`src/rtl/stim_seq_pkg.sv`:
```
package stim_seq_pkg;

    typedef enum logic [2:0] {
        ST_IDLE,
        ST_ANOD,
        ST_IPG,
        ST_CATH,
        ST_PPG,
        ST_GND
    } seq_state_e;

    localparam logic [1:0] PH_OFF  = 2'b00;
    localparam logic [1:0] PH_ANOD = 2'b01;
    localparam logic [1:0] PH_CATH = 2'b10;

endpackage

```
`src/rtl/stim_unit_timer.sv`:
```
module stim_unit_timer #(
    parameter int UNIT_CYC = 34
) (
    input  logic clk,
    input  logic rst_n,
    input  logic clear_i,
    output logic tick_o
);
    localparam int PRE_W = (UNIT_CYC > 1) ? $clog2(UNIT_CYC) : 1;
    localparam logic [PRE_W-1:0] PRE_LAST = PRE_W'(UNIT_CYC - 1);

    logic [PRE_W-1:0] pre_d, pre_q;

    assign tick_o = (pre_q == PRE_LAST);

    always_comb begin
        if (clear_i || tick_o) pre_d = '0;
        else                   pre_d = pre_q + 1'b1;
    end

    always_ff @(posedge clk or negedge rst_n) begin
        if (!rst_n) pre_q <= '0;
        else        pre_q <= pre_d;
    end

    AST_PRE_RANGE: assert property (@(posedge clk) disable iff (!rst_n)
        pre_q <= PRE_LAST);

endmodule

```
`src/rtl/stim_pulse_seq.sv`:
```
module stim_pulse_seq
    import stim_seq_pkg::*;
#(
    parameter int UNIT_CYC = 34,
    parameter int CNT_W    = 6,
    parameter int AMP_W    = 8,
    parameter int SITE_W   = 8,
    parameter int REP_W    = 5
) (
    input  logic              clk,
    input  logic              rst_n,
    input  logic              start_i,
    input  logic              discharge_i,
    input  logic [SITE_W-1:0] site_i,
    input  logic [AMP_W-1:0]  amp_an_i,
    input  logic [AMP_W-1:0]  amp_ca_i,
    input  logic [CNT_W-1:0]  width_an_i,
    input  logic [CNT_W-1:0]  width_ca_i,
    input  logic [CNT_W-1:0]  gap_ip_i,
    input  logic [CNT_W-1:0]  gap_pp_i,
    input  logic [REP_W-1:0]  reps_i,
    output logic [1:0]        phase_o,
    output logic [AMP_W-1:0]  amp_o,
    output logic [SITE_W-1:0] site_o,
    output logic              gnd_en_o,
    output logic              busy_o,
    output logic              done_o
);
    localparam logic [CNT_W-1:0] ONE_UNIT = CNT_W'(1);
    localparam logic [REP_W-1:0] ONE_REP  = REP_W'(1);

    typedef struct packed {
        seq_state_e        st;
        logic [CNT_W-1:0]  rem;
        logic [REP_W-1:0]  left;
        logic [SITE_W-1:0] site;
        logic [AMP_W-1:0]  amp_an;
        logic [AMP_W-1:0]  amp_ca;
        logic [CNT_W-1:0]  w_an;
        logic [CNT_W-1:0]  w_ca;
        logic [CNT_W-1:0]  g_ip;
        logic [CNT_W-1:0]  g_pp;
        logic              done;
    } seq_regs_t;

    seq_regs_t r_d, r_q;
    logic      load_d;
    logic      tick;
    logic      seg_end;
    logic      timer_clear;

    function automatic logic [CNT_W-1:0] at_least_one(input logic [CNT_W-1:0] v);
        return (v == '0) ? ONE_UNIT : v;
    endfunction

    assign timer_clear = load_d || (r_q.st == ST_IDLE) || (r_q.st == ST_GND);

    stim_unit_timer #(.UNIT_CYC(UNIT_CYC)) u_timer (
        .clk     (clk),
        .rst_n   (rst_n),
        .clear_i (timer_clear),
        .tick_o  (tick)
    );

    assign seg_end = tick && (r_q.rem == ONE_UNIT);

    always_comb begin
        r_d    = r_q;
        r_d.done = 1'b0;
        load_d = 1'b0;
        if (tick && !seg_end && (r_q.st inside {ST_ANOD, ST_IPG, ST_CATH, ST_PPG}))
            r_d.rem = r_q.rem - 1'b1;
        unique case (r_q.st)
            ST_IDLE: begin
                if (discharge_i) begin
                    r_d.st = ST_GND;
                end else if (start_i) begin
                    r_d.st     = ST_ANOD;
                    r_d.site   = site_i;
                    r_d.amp_an = amp_an_i;
                    r_d.amp_ca = amp_ca_i;
                    r_d.w_an   = at_least_one(width_an_i);
                    r_d.w_ca   = at_least_one(width_ca_i);
                    r_d.g_ip   = gap_ip_i;
                    r_d.g_pp   = gap_pp_i;
                    r_d.left   = (reps_i == '0) ? ONE_REP : reps_i;
                    r_d.rem    = at_least_one(width_an_i);
                    load_d     = 1'b1;
                end
            end
            ST_GND: begin
                if (!discharge_i) r_d.st = ST_IDLE;
            end
            ST_ANOD: begin
                if (seg_end) begin
                    load_d = 1'b1;
                    if (r_q.g_ip != '0) begin
                        r_d.st  = ST_IPG;
                        r_d.rem = r_q.g_ip;
                    end else begin
                        r_d.st  = ST_CATH;
                        r_d.rem = r_q.w_ca;
                    end
                end
            end
            ST_IPG: begin
                if (seg_end) begin
                    load_d  = 1'b1;
                    r_d.st  = ST_CATH;
                    r_d.rem = r_q.w_ca;
                end
            end
            ST_CATH: begin
                if (seg_end) begin
                    load_d = 1'b1;
                    if (r_q.left == ONE_REP) begin
                        r_d.st   = ST_IDLE;
                        r_d.done = 1'b1;
                    end else begin
                        r_d.left = r_q.left - 1'b1;
                        if (r_q.g_pp != '0) begin
                            r_d.st  = ST_PPG;
                            r_d.rem = r_q.g_pp;
                        end else begin
                            r_d.st  = ST_ANOD;
                            r_d.rem = r_q.w_an;
                        end
                    end
                end
            end
            ST_PPG: begin
                if (seg_end) begin
                    load_d  = 1'b1;
                    r_d.st  = ST_ANOD;
                    r_d.rem = r_q.w_an;
                end
            end
            default: r_d.st = ST_IDLE;
        endcase
    end

    always_ff @(posedge clk or negedge rst_n) begin
        if (!rst_n) begin
            r_q      <= '0;
            r_q.st   <= ST_IDLE;
        end else begin
            r_q <= r_d;
        end
    end

    always_comb begin
        phase_o = PH_OFF;
        amp_o   = '0;
        if (r_q.st == ST_ANOD) begin
            phase_o = PH_ANOD;
            amp_o   = r_q.amp_an;
        end else if (r_q.st == ST_CATH) begin
            phase_o = PH_CATH;
            amp_o   = r_q.amp_ca;
        end
    end

    assign site_o   = r_q.site;
    assign gnd_en_o = (r_q.st == ST_GND);
    assign busy_o   = r_q.st inside {ST_ANOD, ST_IPG, ST_CATH, ST_PPG};
    assign done_o   = r_q.done;

    AST_GND_NO_PHASE: assert property (@(posedge clk) disable iff (!rst_n)
        gnd_en_o |-> (phase_o == PH_OFF) && !busy_o);

    AST_GND_FROM_IDLE: assert property (@(posedge clk) disable iff (!rst_n)
        $rose(gnd_en_o) |-> !$past(busy_o));

    AST_AMP_OFF_ZERO: assert property (@(posedge clk) disable iff (!rst_n)
        (phase_o == PH_OFF) |-> (amp_o == '0));

    AST_DONE_AFTER_CATH: assert property (@(posedge clk) disable iff (!rst_n)
        done_o |-> ($past(phase_o) == PH_CATH) && !busy_o);

    AST_SITE_HELD: assert property (@(posedge clk) disable iff (!rst_n)
        (busy_o && $past(busy_o)) |-> $stable(site_o));

    AST_PHASE_ONEHOT: assert property (@(posedge clk) disable iff (!rst_n)
        $onehot0(phase_o));

endmodule

```
`config.mk`:
```
export PLATFORM = sky130hd
export DESIGN_NAME = stim_pulse_seq
export DESIGN_NICKNAME = d
export VERILOG_FILES = /design/src/rtl/stim_seq_pkg.sv /design/src/rtl/stim_unit_timer.sv /design/src/rtl/stim_pulse_seq.sv
export SDC_FILE = /design/constraint.sdc
export NUM_CORES = 1
export LEC_CHECK = 0
export BUFFER_PORTS_ARGS = -buffer_cell sky130_fd_sc_hd__buf_2
export CAP_MARGIN = 20
export CORE_ASPECT_RATIO = 2
export CORE_MARGIN = 5
export CORE_UTILIZATION = 35
export CTS_CLUSTER_SIZE = 8
export DETAILED_ROUTE_END_ITERATION = 12
export MAX_ROUTING_LAYER = met4
export PLACE_DENSITY = 0.56
export SLEW_MARGIN = 20
export SYNTH_ARGS = -nofsm -noshare
export SYNTH_HDL_FRONTEND = slang
export SYNTH_SLANG_ARGS = --single-unit
export TNS_END_PERCENT = 50
```
`constraint.sdc`:
```
create_clock -name clk -period 2.8 [get_ports clk]
set_input_delay 0 -clock clk [delete_from_list [all_inputs] [get_ports clk]]
set_output_delay 0 -clock clk [all_outputs]
set_load 0.005 [all_outputs]
```
**Yosys cells after proc, flatten, opt, wreduce, memory -nomap -nowiden**

Cells that the tools add are included.
Widths: inputs -> output; s select.

- Register bits after elaboration: 69
- Input bits: 57
- Output and inout bits: 21

- Bitwise gates (word level): 1
- Reductions and logical operators: 19
- Add/sub/neg operators: 3
- Multiplexer cells: 31
- Equality and inequality tests: 17

Operator list:

| cell | count |
|---|---|
| $mux 62 | 1 |
| $mux 59 | 1 |
| $mux 9 | 4 |
| $pmux 6 s5 | 1 |
| $mux 6 | 4 |
| $pmux 3 s6 | 1 |
| $mux 8 | 2 |
| $ne 2x2->1 const B | 8 |
| $mux 14 | 1 |
| $logic_not 6->1 | 2 |
| $reduce_bool 6->1 | 2 |
| $mux 11 | 1 |
| $pmux 5 s2 | 1 |
| $mux 3 | 3 |
| $mux 7 | 1 |
| $add 6x1->6 const B | 1 |
| $eq 3x2->1 const B | 2 |
| $eq 3x3->1 const B | 2 |
| $eq 6x1->1 const B | 1 |
| $eq 6x6->1 const B | 1 |
| $mux 1 | 6 |
| $reduce_and 6->1 | 1 |
| $sub 6x1->6 const B | 1 |
| $eq 5x1->1 const B | 1 |
| 17 further kinds | 22 |

**Longest topological paths before layout**

Gate-level depths: netlist (run 1).

- Depth after elaboration: 9
- Mapped depth: 10
- Mapped depth without buffers: 8

**By module**

Synthesis (run 1) repeated with hierarchy kept, for this count alone.

- Cell total of the unflattened synthesis: 472
- Area, all modules: 3905.0 sq um

Modules (own cells, without submodules):

| module | times used | area each (sq um) | cells each |
|---|---|---|---|
| stim_pulse_seq | 1 | 3622.2 | 446 |
| stim_unit_timer | 1 | 282.8 | 26 |

**Worst setup path before layout (run 1)**

Ideal clock, no wire load.

- Kind: reg2reg
- Start: register u_timer.pre_q[1]
- End: register r_q[56] (netlist bit)
- Stages on the path, launching flop included: 9
- Setup slack: 819 ps
- Path buffers: 0
- Required time: 2674 ps
- Arrival: 1855 ps
- Library setup time: 126 ps
- Cells stage by stage: dfrtp_1 > inv_1 > ha_1 > and4bb_4 > nand2_4 > or4_4 > o31ai_2 > a22oi_1 > a221o_1

RTL lines:

| element | line | RTL |
|---|---|---|
| from (decl) | stim_unit_timer.sv:12 | `logic [PRE_W-1:0] pre_d, pre_q;` |
| from (signal assigned) | stim_unit_timer.sv:23 | `else pre_q <= pre_d;` |
| to (signal assigned) | stim_pulse_seq.sv:147 | `r_q <= r_d;` |
| to (decl) | stim_pulse_seq.sv:46 | `seq_regs_t r_d, r_q;` |

==> results.json, run 1 <==
{
  "outcome": "complete, no violations",
  "globalRouteOverflowTotal": 0,
  "insertion_delay_ns": 0.34,
  "areaGrowthSynthToFinish_pct": 33.04,
  "h-tree-depth": 3,
  "ys_seq_area_frac": 0.4444,
  "grtUsageMet1": 0.1858,
  "hp-start": "reps_i[3]",
  "first_global_vias": 4073,
  "numPortBuffers": 77,
  "hold_class": "in -> reg",
  "core_sq_um": 10880,
  "cts_sinks": 69,
  "initial_core_util": 0.3571,
  "synthTopCellsByArea": "dfrtp_1, nand2_1, o21ai_0",
  "avgSynthCellArea_sq_um": 8.337,
  "die_w_um": 84.50,
  "place.gp.congestion": 0.9448,
  "cts_tree": "yes",
  "yosysUniqueCellTypes": 65,
  "use_met2": 0.3380,
  "synth_fp_nets": 529,
  "wl_per_cell_um": 16.70,
  "crit_path_end_kind": "flop",
  "hold_viol": 0,
  "cp.arrival_ns": 2.58,
  "cp_num_buf_inv": 0,
  "dr_total_vias": 3826,
  "grt_pass1_wl_um": 19650,
  "die-area_sq_um": 13440,
  "synth_top_area_cell": "dfrtp_1",
  "gr-usage-met3": 0.03211,
  "drtAntennaViolNets": 0,
  "drive_above_1_share": 0.2051,
  "cp_max_fo": 22,
  "worst_pin_slew_ns": 0.7857,
  "relSlewSlack": 0.4762,
  "dr.first_iter.drc_count": 214,
  "ys.flop_type": "dfrtp_1",
  "clk_pin_slew_worst_paths_ns": 0.06,
  "cts-root-buf": "clkbuf_16",
  "fillers": 1040,
  "crit_path_cell_trace": "o21ai_1 -> nand3_1 -> nor4_1 -> mux2_2 -> o21ai_0 -> a41oi_1",
  "finalPower_mw": 4.757,
  "final.setup.tns_ns": 0,
  "track_usage": 0.1882,
  "grt_busiest_layer": "met2",
  "die_h_um": 159.0,
  "finalMaxSlewViolations": 0,
  "cap_violations": 0,
  "ys_async_sr_fraction": 1.000,
  "viasPerCell": 5.241,
  "grt_max_degree": 50,
  "fin_nets": 648,
  "synth.most_common_cell": "nand2_1",
  "power_density_nw_per_um2": 920.4,
  "crit_required_ns": 3.00,
  "ios": 78,
  "reg2reg_to": "r_q[58]",
  "p_leak_nw": 2.505,
  "min_period_ns": 2.382,
  "drcViolationCount": 0,
  "synthTopCellsByCount": "nand2_1, dfrtp_1, nor2_1",
  "wirelength_um": 12190,
  "reg2reg_depth": 6,
  "regToRegStartpoint": "r_q[60]",
  "fmax_mhz": 419.7,
  "rsz0062_at_grt": "false",
  "synth_edf_count": 0,
  "cts_buffers": 9,
  "netlist.area_leader.share": 0.4444,
  "reg2reg_slack_ns": 0.42,
  "first_pass_iters": 5,
  "cp_top_family": "compound AO/OA/AOI/OAI gates",
  "peakVddDrop_mv": 0.5205,
  "diodes": 0,
  "critPathLaunchType": "flop",
  "synth_seq_cells": 69,
  "critical_path_class": "reg -> reg",
  "final_util": 0.4752,
  "syn_area_sq_um": 3885,
  "min_to": "r_q[52]",
  "skew_ns": 0.003495,
  "cpPeakStageDelay_ns": 0.63,
  "slowest_stage": "dfrtp_1",
  "antenna_found_initial": 0,
  "syn_inst": 466,
  "std_cell_rows": 54,
  "place_hpwl_um": 8880,
  "ys_warn_count": 0,
  "worstHoldPathCells": 3,
  "setup_viol": 0,
  "cts_resized": 0,
  "finalCritPeriodShare": 0.8509,
  "cts_buffer_depth": 2
}
-- cell type report --
class                           instances  area [sq um]  area share
Tap cell                              140         175.2     0.03389
Multi-Input combinational cell        358          1946      0.3764
Sequential cell                        69          1727      0.3341
Inverter                                9         33.78    0.006536
Clock inverter                          6         87.58     0.01695
Timing Repair Buffer                  138         970.9      0.1878
Clock buffer                           10         229.0     0.04430
-- report_power, final --
group	leakage [nW]	switching, mW	internal (mW)
registers	0.874	0.452	1.41
clock network	0.156	0.437	0.779
logic	1.47	0.949	0.728
-- cell families after synthesis --
family	after synthesis	share of synthesized area
and+or+nand+nor	244	0.2844
buffers and inverters	39	0.05636
AOI/OAI and AO/OA	99	0.1736
DFF	69	0.4444
adders and majority gates	6	0.01932
xor gates and xnor gates	6	0.01353
muxes	3	0.008373
-- per-stage QoR --
step                setup slack (ns)  std cells  instance area (sq um)  hold slack (ns)
floorplan                     0.8194        466                   3885          -0.2956
global placement              0.5102        663                   4342           0.1277
detailed placement            0.4636        663                   4342           0.1268
CTS                           0.4374        730                   5169          0.01092
global route                  0.2230        730                   5169          0.01501
finish                        0.4176        730                   5169         0.001918
-- sequential cells by signal, indices dropped and copies added (netlist names) --
| signal | count |
|---|---|
| done_o | 1 |
| site_o | 8 |
| r_q | 54 |
| u_timer.pre_q | 6 |
-- worst min-delay path: cells and delay by family --
kind | cells | cell delay [ns]
buf+inv | 1 | 0.10
compound gates | 2 | 0.20
-- cells in the final DEF (no fill, tap or decap), types with 3 or more instances in the layout --
cell type	n
nand3_1	7
buf_4	10
buf_2	77
xor2_1	3
nor2_1	33
nor4_1	6
a31oi_1	4
nor3b_1	3
nor3_1	11
dfrtp_1	69
o21ai_0	28
a311oi_1	3
ha_1	6
nand2_1	155
a22o_1	9
nor2b_1	3
a22oi_1	7
a211oi_1	8
a21oi_1	12
inv_1	9
o22ai_1	4
xnor2_1	3
clkbuf_16	9
dlygate4sd3_1	51
-- worst max path at each step --
stage              end  slack (ns)        startpoint  cells past startpoint
2_1_floorplan  r_q[56]        0.82  u_timer.pre_q[1]                      8
3_3_place_gp   r_q[58]        0.51           r_q[60]                      6
3_5_place_dp   r_q[58]        0.46           r_q[60]                      6
4_1_cts        r_q[58]        0.44           r_q[60]                      6
5_1_grt        r_q[53]        0.22           r_q[60]                      6
6_report       r_q[58]        0.42           r_q[60]                      6
-- repair_timing --
| item | CTS | global route |
|---|---|---|
| hold endpoints to repair | 82 | 0 |
| hold buffers | 51 | 0 |
| buffers inserted | 0 | 0 |
-- per-layer routing --
| layer | wire (um) | vias up |
|---|---|---|
| met3 | 460 | 41 |
| li1 | - | 1850 |
| met5 | 0 | - |
| met2 | 6656 | 123 |
| met1 | 4459 | 1812 |
| met4 | 618 | 0 |
Note: power is estimated with default switching activity, not from simulation.
==> inputs of run 2 (changes only) <==
--- a/config.mk
+++ b/config.mk
@@ -16,3 +16,3 @@
 export PLACE_DENSITY = 0.56
-export SLEW_MARGIN = 20
+export SLEW_MARGIN = 5
 export SYNTH_ARGS = -nofsm -noshare
==> constraint.sdc (replaced) <==
create_clock -name clk -period 2.6 [get_ports clk]
set_input_delay 0.52 -clock clk [delete_from_list [all_inputs] [get_ports clk]]
set_output_delay 0.52 -clock clk [all_outputs]
set_load 0.005 [all_outputs]
==> results.json, run 2 (same netlist as run 1, synthesis figures left out) <==
{
  "cap_violations": 0,
  "cp_top_family": "flip-flops",
  "cts_buffers": 9,
  "die_w_um": 84.50,
  "drt-met1-wl_um": 4396,
  "globalRouteOverflowTotal": 0,
  "clk_pin_slew_worst_paths_ns": 0.06,
  "numPortBuffers": 77,
  "cts-root-buf": "clkbuf_16",
  "cpPeakStageDelay_ns": 0.57,
  "std_cell_rows": 54,
  "crit_path_cell_trace": "nand3b_2 -> inv_1 -> a22o_1 -> buf_2",
  "highest_layer": "met4",
  "route.met3.wl_um": 455,
  "min_period_ns": 2.480,
  "layout_common_cells": "nand2_1, buf_2, dfrtp_1",
  "hold_buffers": 0,
  "peakVddDrop_mv": 0.5418,
  "cts_resized": 0,
  "crit_required_ns": 2.08,
  "die_h_um": 159.0,
  "fmax_mhz": 403.2,
  "viasPerCell": 5.274,
  "areaGrowthSynthToFinish_pct": 22.00,
  "cp_max_fo": 15,
  "final.setup.tns_ns": 0,
  "first_global_vias": 3735,
  "whs_ns": 0.1929,
  "cts_sinks": 69,
  "dr.first_iter.drc_count": 284,
  "drcViolationCount": 0,
  "h-tree-depth": 3,
  "grt_pass1_wl_um": 18950,
  "wl_met2_um": 6122,
  "rsz0062_at_grt": "false",
  "die-area_sq_um": 13440,
  "outcome": "complete, no violations",
  "hold_class": "in -> async",
  "cp_num_buf_inv": 2,
  "largest_reg_flops": 54,
  "cp.arrival_ns": 1.96,
  "finalWorstSetupSlack_ns": 0.1198,
  "slowest_stage": "dfrtp_1",
  "skew_ns": 0.005801,
  "crit_path_end_kind": "output pin",
  "regMostFlops": "r_q",
  "placedCellCount": 669,
  "initial_core_util": 0.3571,
  "setup_viol": 0,
  "power_density_nw_per_um2": 1097,
  "fin_nets": 603,
  "layout_commonest_cell": "nand2_1",
  "cts_buffer_depth": 2,
  "relSlewSlack": 0.6499,
  "worst_pin_slew_ns": 0.5251,
  "core_sq_um": 10880,
  "p_leak_nw": 2.333,
  "cts_tree": "yes",
  "finalMaxSlewViolations": 0,
  "critical_path_class": "reg -> out",
  "grt_max_degree": 70,
  "first_pass_iters": 5,
  "wirelength_um": 11690,
  "insertion_delay_ns": 0.34,
  "ios": 78,
  "postCtsSetupRepairBufs": 0,
  "track_usage": 0.1825,
  "dp_slack_ns": 0.3889,
  "hold_viol": 0,
  "finalNonFillerCells": 685,
  "wl_per_cell_um": 17.06,
  "diodes": 0,
  "place.gp.congestion": 0.9275,
  "antenna_found_initial": 0,
  "dr_total_vias": 3613,
  "drtAntennaViolNets": 0,
  "critPathLaunchType": "flop",
  "finalPower_mw": 5.197,
  "drive_above_1_share": 0.2330,
  "place_hpwl_um": 8794,
  "finalCritPeriodShare": 0.9539
}
run 2: layer usage:
layer	GRT usage	vias to the layer above
li1	-	1754
met1	0.1999	1712
met2	0.3005	112
met3	0.02900	35
met4	0.1196	0
met5	-	-
run 2: worst paths after layout:
check                           from         to  cells after the start  slack, ns
setup / recovery             r_q[62]   amp_o[6]                      4       0.12
hold / removal                 rst_n  site_o[5]                      2       0.19
setup reg to reg             r_q[61]    r_q[58]                      6       0.34
hold reg to reg            site_o[5]  site_o[5]                      2       0.47
max in group asynchronous      rst_n    r_q[32]                      2       2.09
min in group clk           site_i[6]  site_o[6]                      3       0.37
run 2: worst reg2reg max path: stages, from the launching register on:
cell and delay [ns]:
dfrtp_1 0.55, o21ai_1 0.45, nand3_1 0.21, nor4_1 0.24, mux2_2 0.39, o21ai_0 0.16
a41oi_1 0.14
run 2: where the power goes:
group	switching [mW]	internal, mW	total [mW]
Clock	0.466	0.936	1.40
Sequential	0.457	1.52	1.98
Combinational	1.04	0.776	1.82
Total	1.96	3.23	5.20
run 2: cell type report:
class / count / area, sq um
clock inverter: 6 / 111.4
timing repair buffer: 93 / 518.0
sequential: 69 / 1727
clock buffer: 10 / 229.0
tap: 140 / 175.2
inverter: 9 / 33.78
multi-input combinational: 358 / 1946
fill: 1113 / 6138
run 2: per-stage QoR:
| stage | util | cell area, sq um |
|---|---|---|
| finish | 0.4357 | 4740 |
| global route | 0.4357 | 4740 |
| CTS | 0.4357 | 4740 |
| detailed placement | 0.4044 | 4399 |
| global placement | 0.4044 | 4399 |
| floorplan | - | 3885 |
==> inputs of run 3 (changes only) <==
Settings changed: PLACE_DENSITY 0.56 to 0.58.
==> results.json, run 3 (same netlist as run 1, synthesis figures left out) <==
{
  "outcome": "complete, no violations",
  "fillers": 1086,
  "wl_per_cell_um": 16.73,
  "h-tree-depth": 3,
  "crit_required_ns": 2.08,
  "cp.arrival_ns": 1.92,
  "relSlewSlack": 0.5715,
  "rsz0062_at_grt": "false",
  "min_period_ns": 2.443,
  "std_cell_rows": 54,
  "initial_core_util": 0.3571,
  "skew_ns": 0.008812,
  "critical_path_class": "reg -> out",
  "finalMaxSlewViolations": 0,
  "slowest_stage": "dfrtp_1",
  "diodes": 0,
  "cts-root-buf": "clkbuf_16",
  "viasPerCell": 5.329,
  "hold_viol": 0,
  "cts_sinks": 69,
  "finalCritPeriodShare": 0.9398,
  "first_pass_iters": 5,
  "die_w_um": 84.50,
  "largest_reg_flops": 54,
  "clk_pin_slew_worst_paths_ns": 0.06,
  "grt_pass1_wl_um": 18730,
  "final.setup.tns_ns": 0,
  "numPortBuffers": 77,
  "p_leak_nw": 2.273,
  "hold_class": "in -> async",
  "crit_path_cell_trace": "nand3b_2 -> clkinvlp_4 -> a22o_1 -> buf_2",
  "drive_above_1_share": 0.2278,
  "areaGrowthSynthToFinish_pct": 19.77,
  "crit_path_end_kind": "output pin",
  "grt_max_degree": 70,
  "die-area_sq_um": 13440,
  "setup_viol": 0,
  "die_h_um": 159.0,
  "hold_buffers": 0,
  "cts_resized": 0,
  "antenna_found_initial": 0,
  "core_sq_um": 10880,
  "cpPeakStageDelay_ns": 0.68,
  "drtAntennaViolNets": 0,
  "reg2reg_slack_ns": 0.30,
  "cap_violations": 0,
  "power_density_nw_per_um2": 1046,
  "first_global_vias": 3735,
  "critPathLaunchType": "flop",
  "place_hpwl_um": 8577,
  "fin_nets": 599,
  "postCtsSetupRepairBufs": 0,
  "regArea_sq_um": 1727,
  "place.gp.congestion": 0.9574,
  "cp_max_fo": 17,
  "multiInputGateArea_sq_um": 1946,
  "regMostFlops": "r_q",
  "track_usage": 0.1792,
  "layout_commonest_cell": "nand2_1",
  "insertion_delay_ns": 0.33,
  "dr.first_iter.drc_count": 199,
  "dr_total_vias": 3624,
  "cts_buffer_depth": 2,
  "drcViolationCount": 0,
  "finalNonFillerCells": 680,
  "peakVddDrop_mv": 0.4724,
  "placedCellCount": 665,
  "globalRouteOverflowTotal": 0,
  "fmax_mhz": 409.3,
  "worst_pin_slew_ns": 0.6428,
  "cts_tree": "yes",
  "layout_common_cells": "nand2_1, buf_2, dfrtp_1",
  "cts_buffers": 9,
  "wirelength_um": 11380,
  "ios": 78
}
[run 3: changes by cell type in the layout (fill, tap and decap cells not counted)]
cell / delta
clkinv_2: +1
bufinv_16: -3
clkinv_4: -1
clkbuf_8: +1
buf_4: -5
buf_12: +1
inv_1: -1
clkinvlp_4: +2
[run 3: cell type report]
cell class                      instances  share of cell area
Timing Repair Buffer                   89              0.1076
Sequential cell                        69              0.3711
Inverter                                9            0.008067
Clock buffer                           11             0.05216
Tap cell                              140             0.03764
Clock inverter                          4            0.005378
Multi-Input combinational cell        358              0.4181
[run 3: path summary, 6_finish.rpt]
path | from | to | cells past startpoint
setup / recovery | r_q[62] | amp_o[1] | 4
max in group asynchronous | rst_n | r_q[12] | 2
setup reg to reg | r_q[61] | r_q[58] | 6
hold reg to reg | site_o[5] | site_o[5] | 2
hold / removal | rst_n | u_timer.pre_q[0] | 2
min in group clk | site_i[5] | site_o[5] | 3
[run 3: stage by stage]
stage                       util  worst slack [ns]  hold WS [ns]  power (mW)  instance area [sq um]
after floorplan                -            0.6194        0.2244       3.168                   3885
after global placement    0.4028            0.3921        0.4557       3.728                   4382
after detailed placement  0.4028            0.3615        0.4572       3.768                   4382
after CTS                 0.4274           0.06948        0.2322       4.898                   4649
after global routing      0.4278           0.03501        0.2503       5.246                   4653
final                     0.4278            0.1566        0.1882       4.868                   4653
[run 3: routing by layer]
layer  vias to the layer above  GRT usage  wire, um
met4                         0     0.1117       661
met3                        46    0.03107       444
met2                       131     0.2987      5987
met1                      1695     0.1941      4285
met5                         -          -         0
li1                       1752          -         -
[run 3: worst max-delay path, delay by kind of cell (launching register included)]
| family | cells | cell delay, ns |
|---|---|---|
| AND/OR/NAND/NOR | 1 | 0.26 |
| buffers and inverters | 2 | 0.40 |
| AO/OA/AOI/OAI | 1 | 0.26 |
| flip-flops | 1 | 0.68 |
[run 3: report_power, final]
part           switching, mW  internal [mW]  leakage [nW]
combinational           1.02          0.756          1.27
sequential             0.458           1.52         0.874
clock                  0.455          0.663         0.127
total                   1.93           2.94          2.27
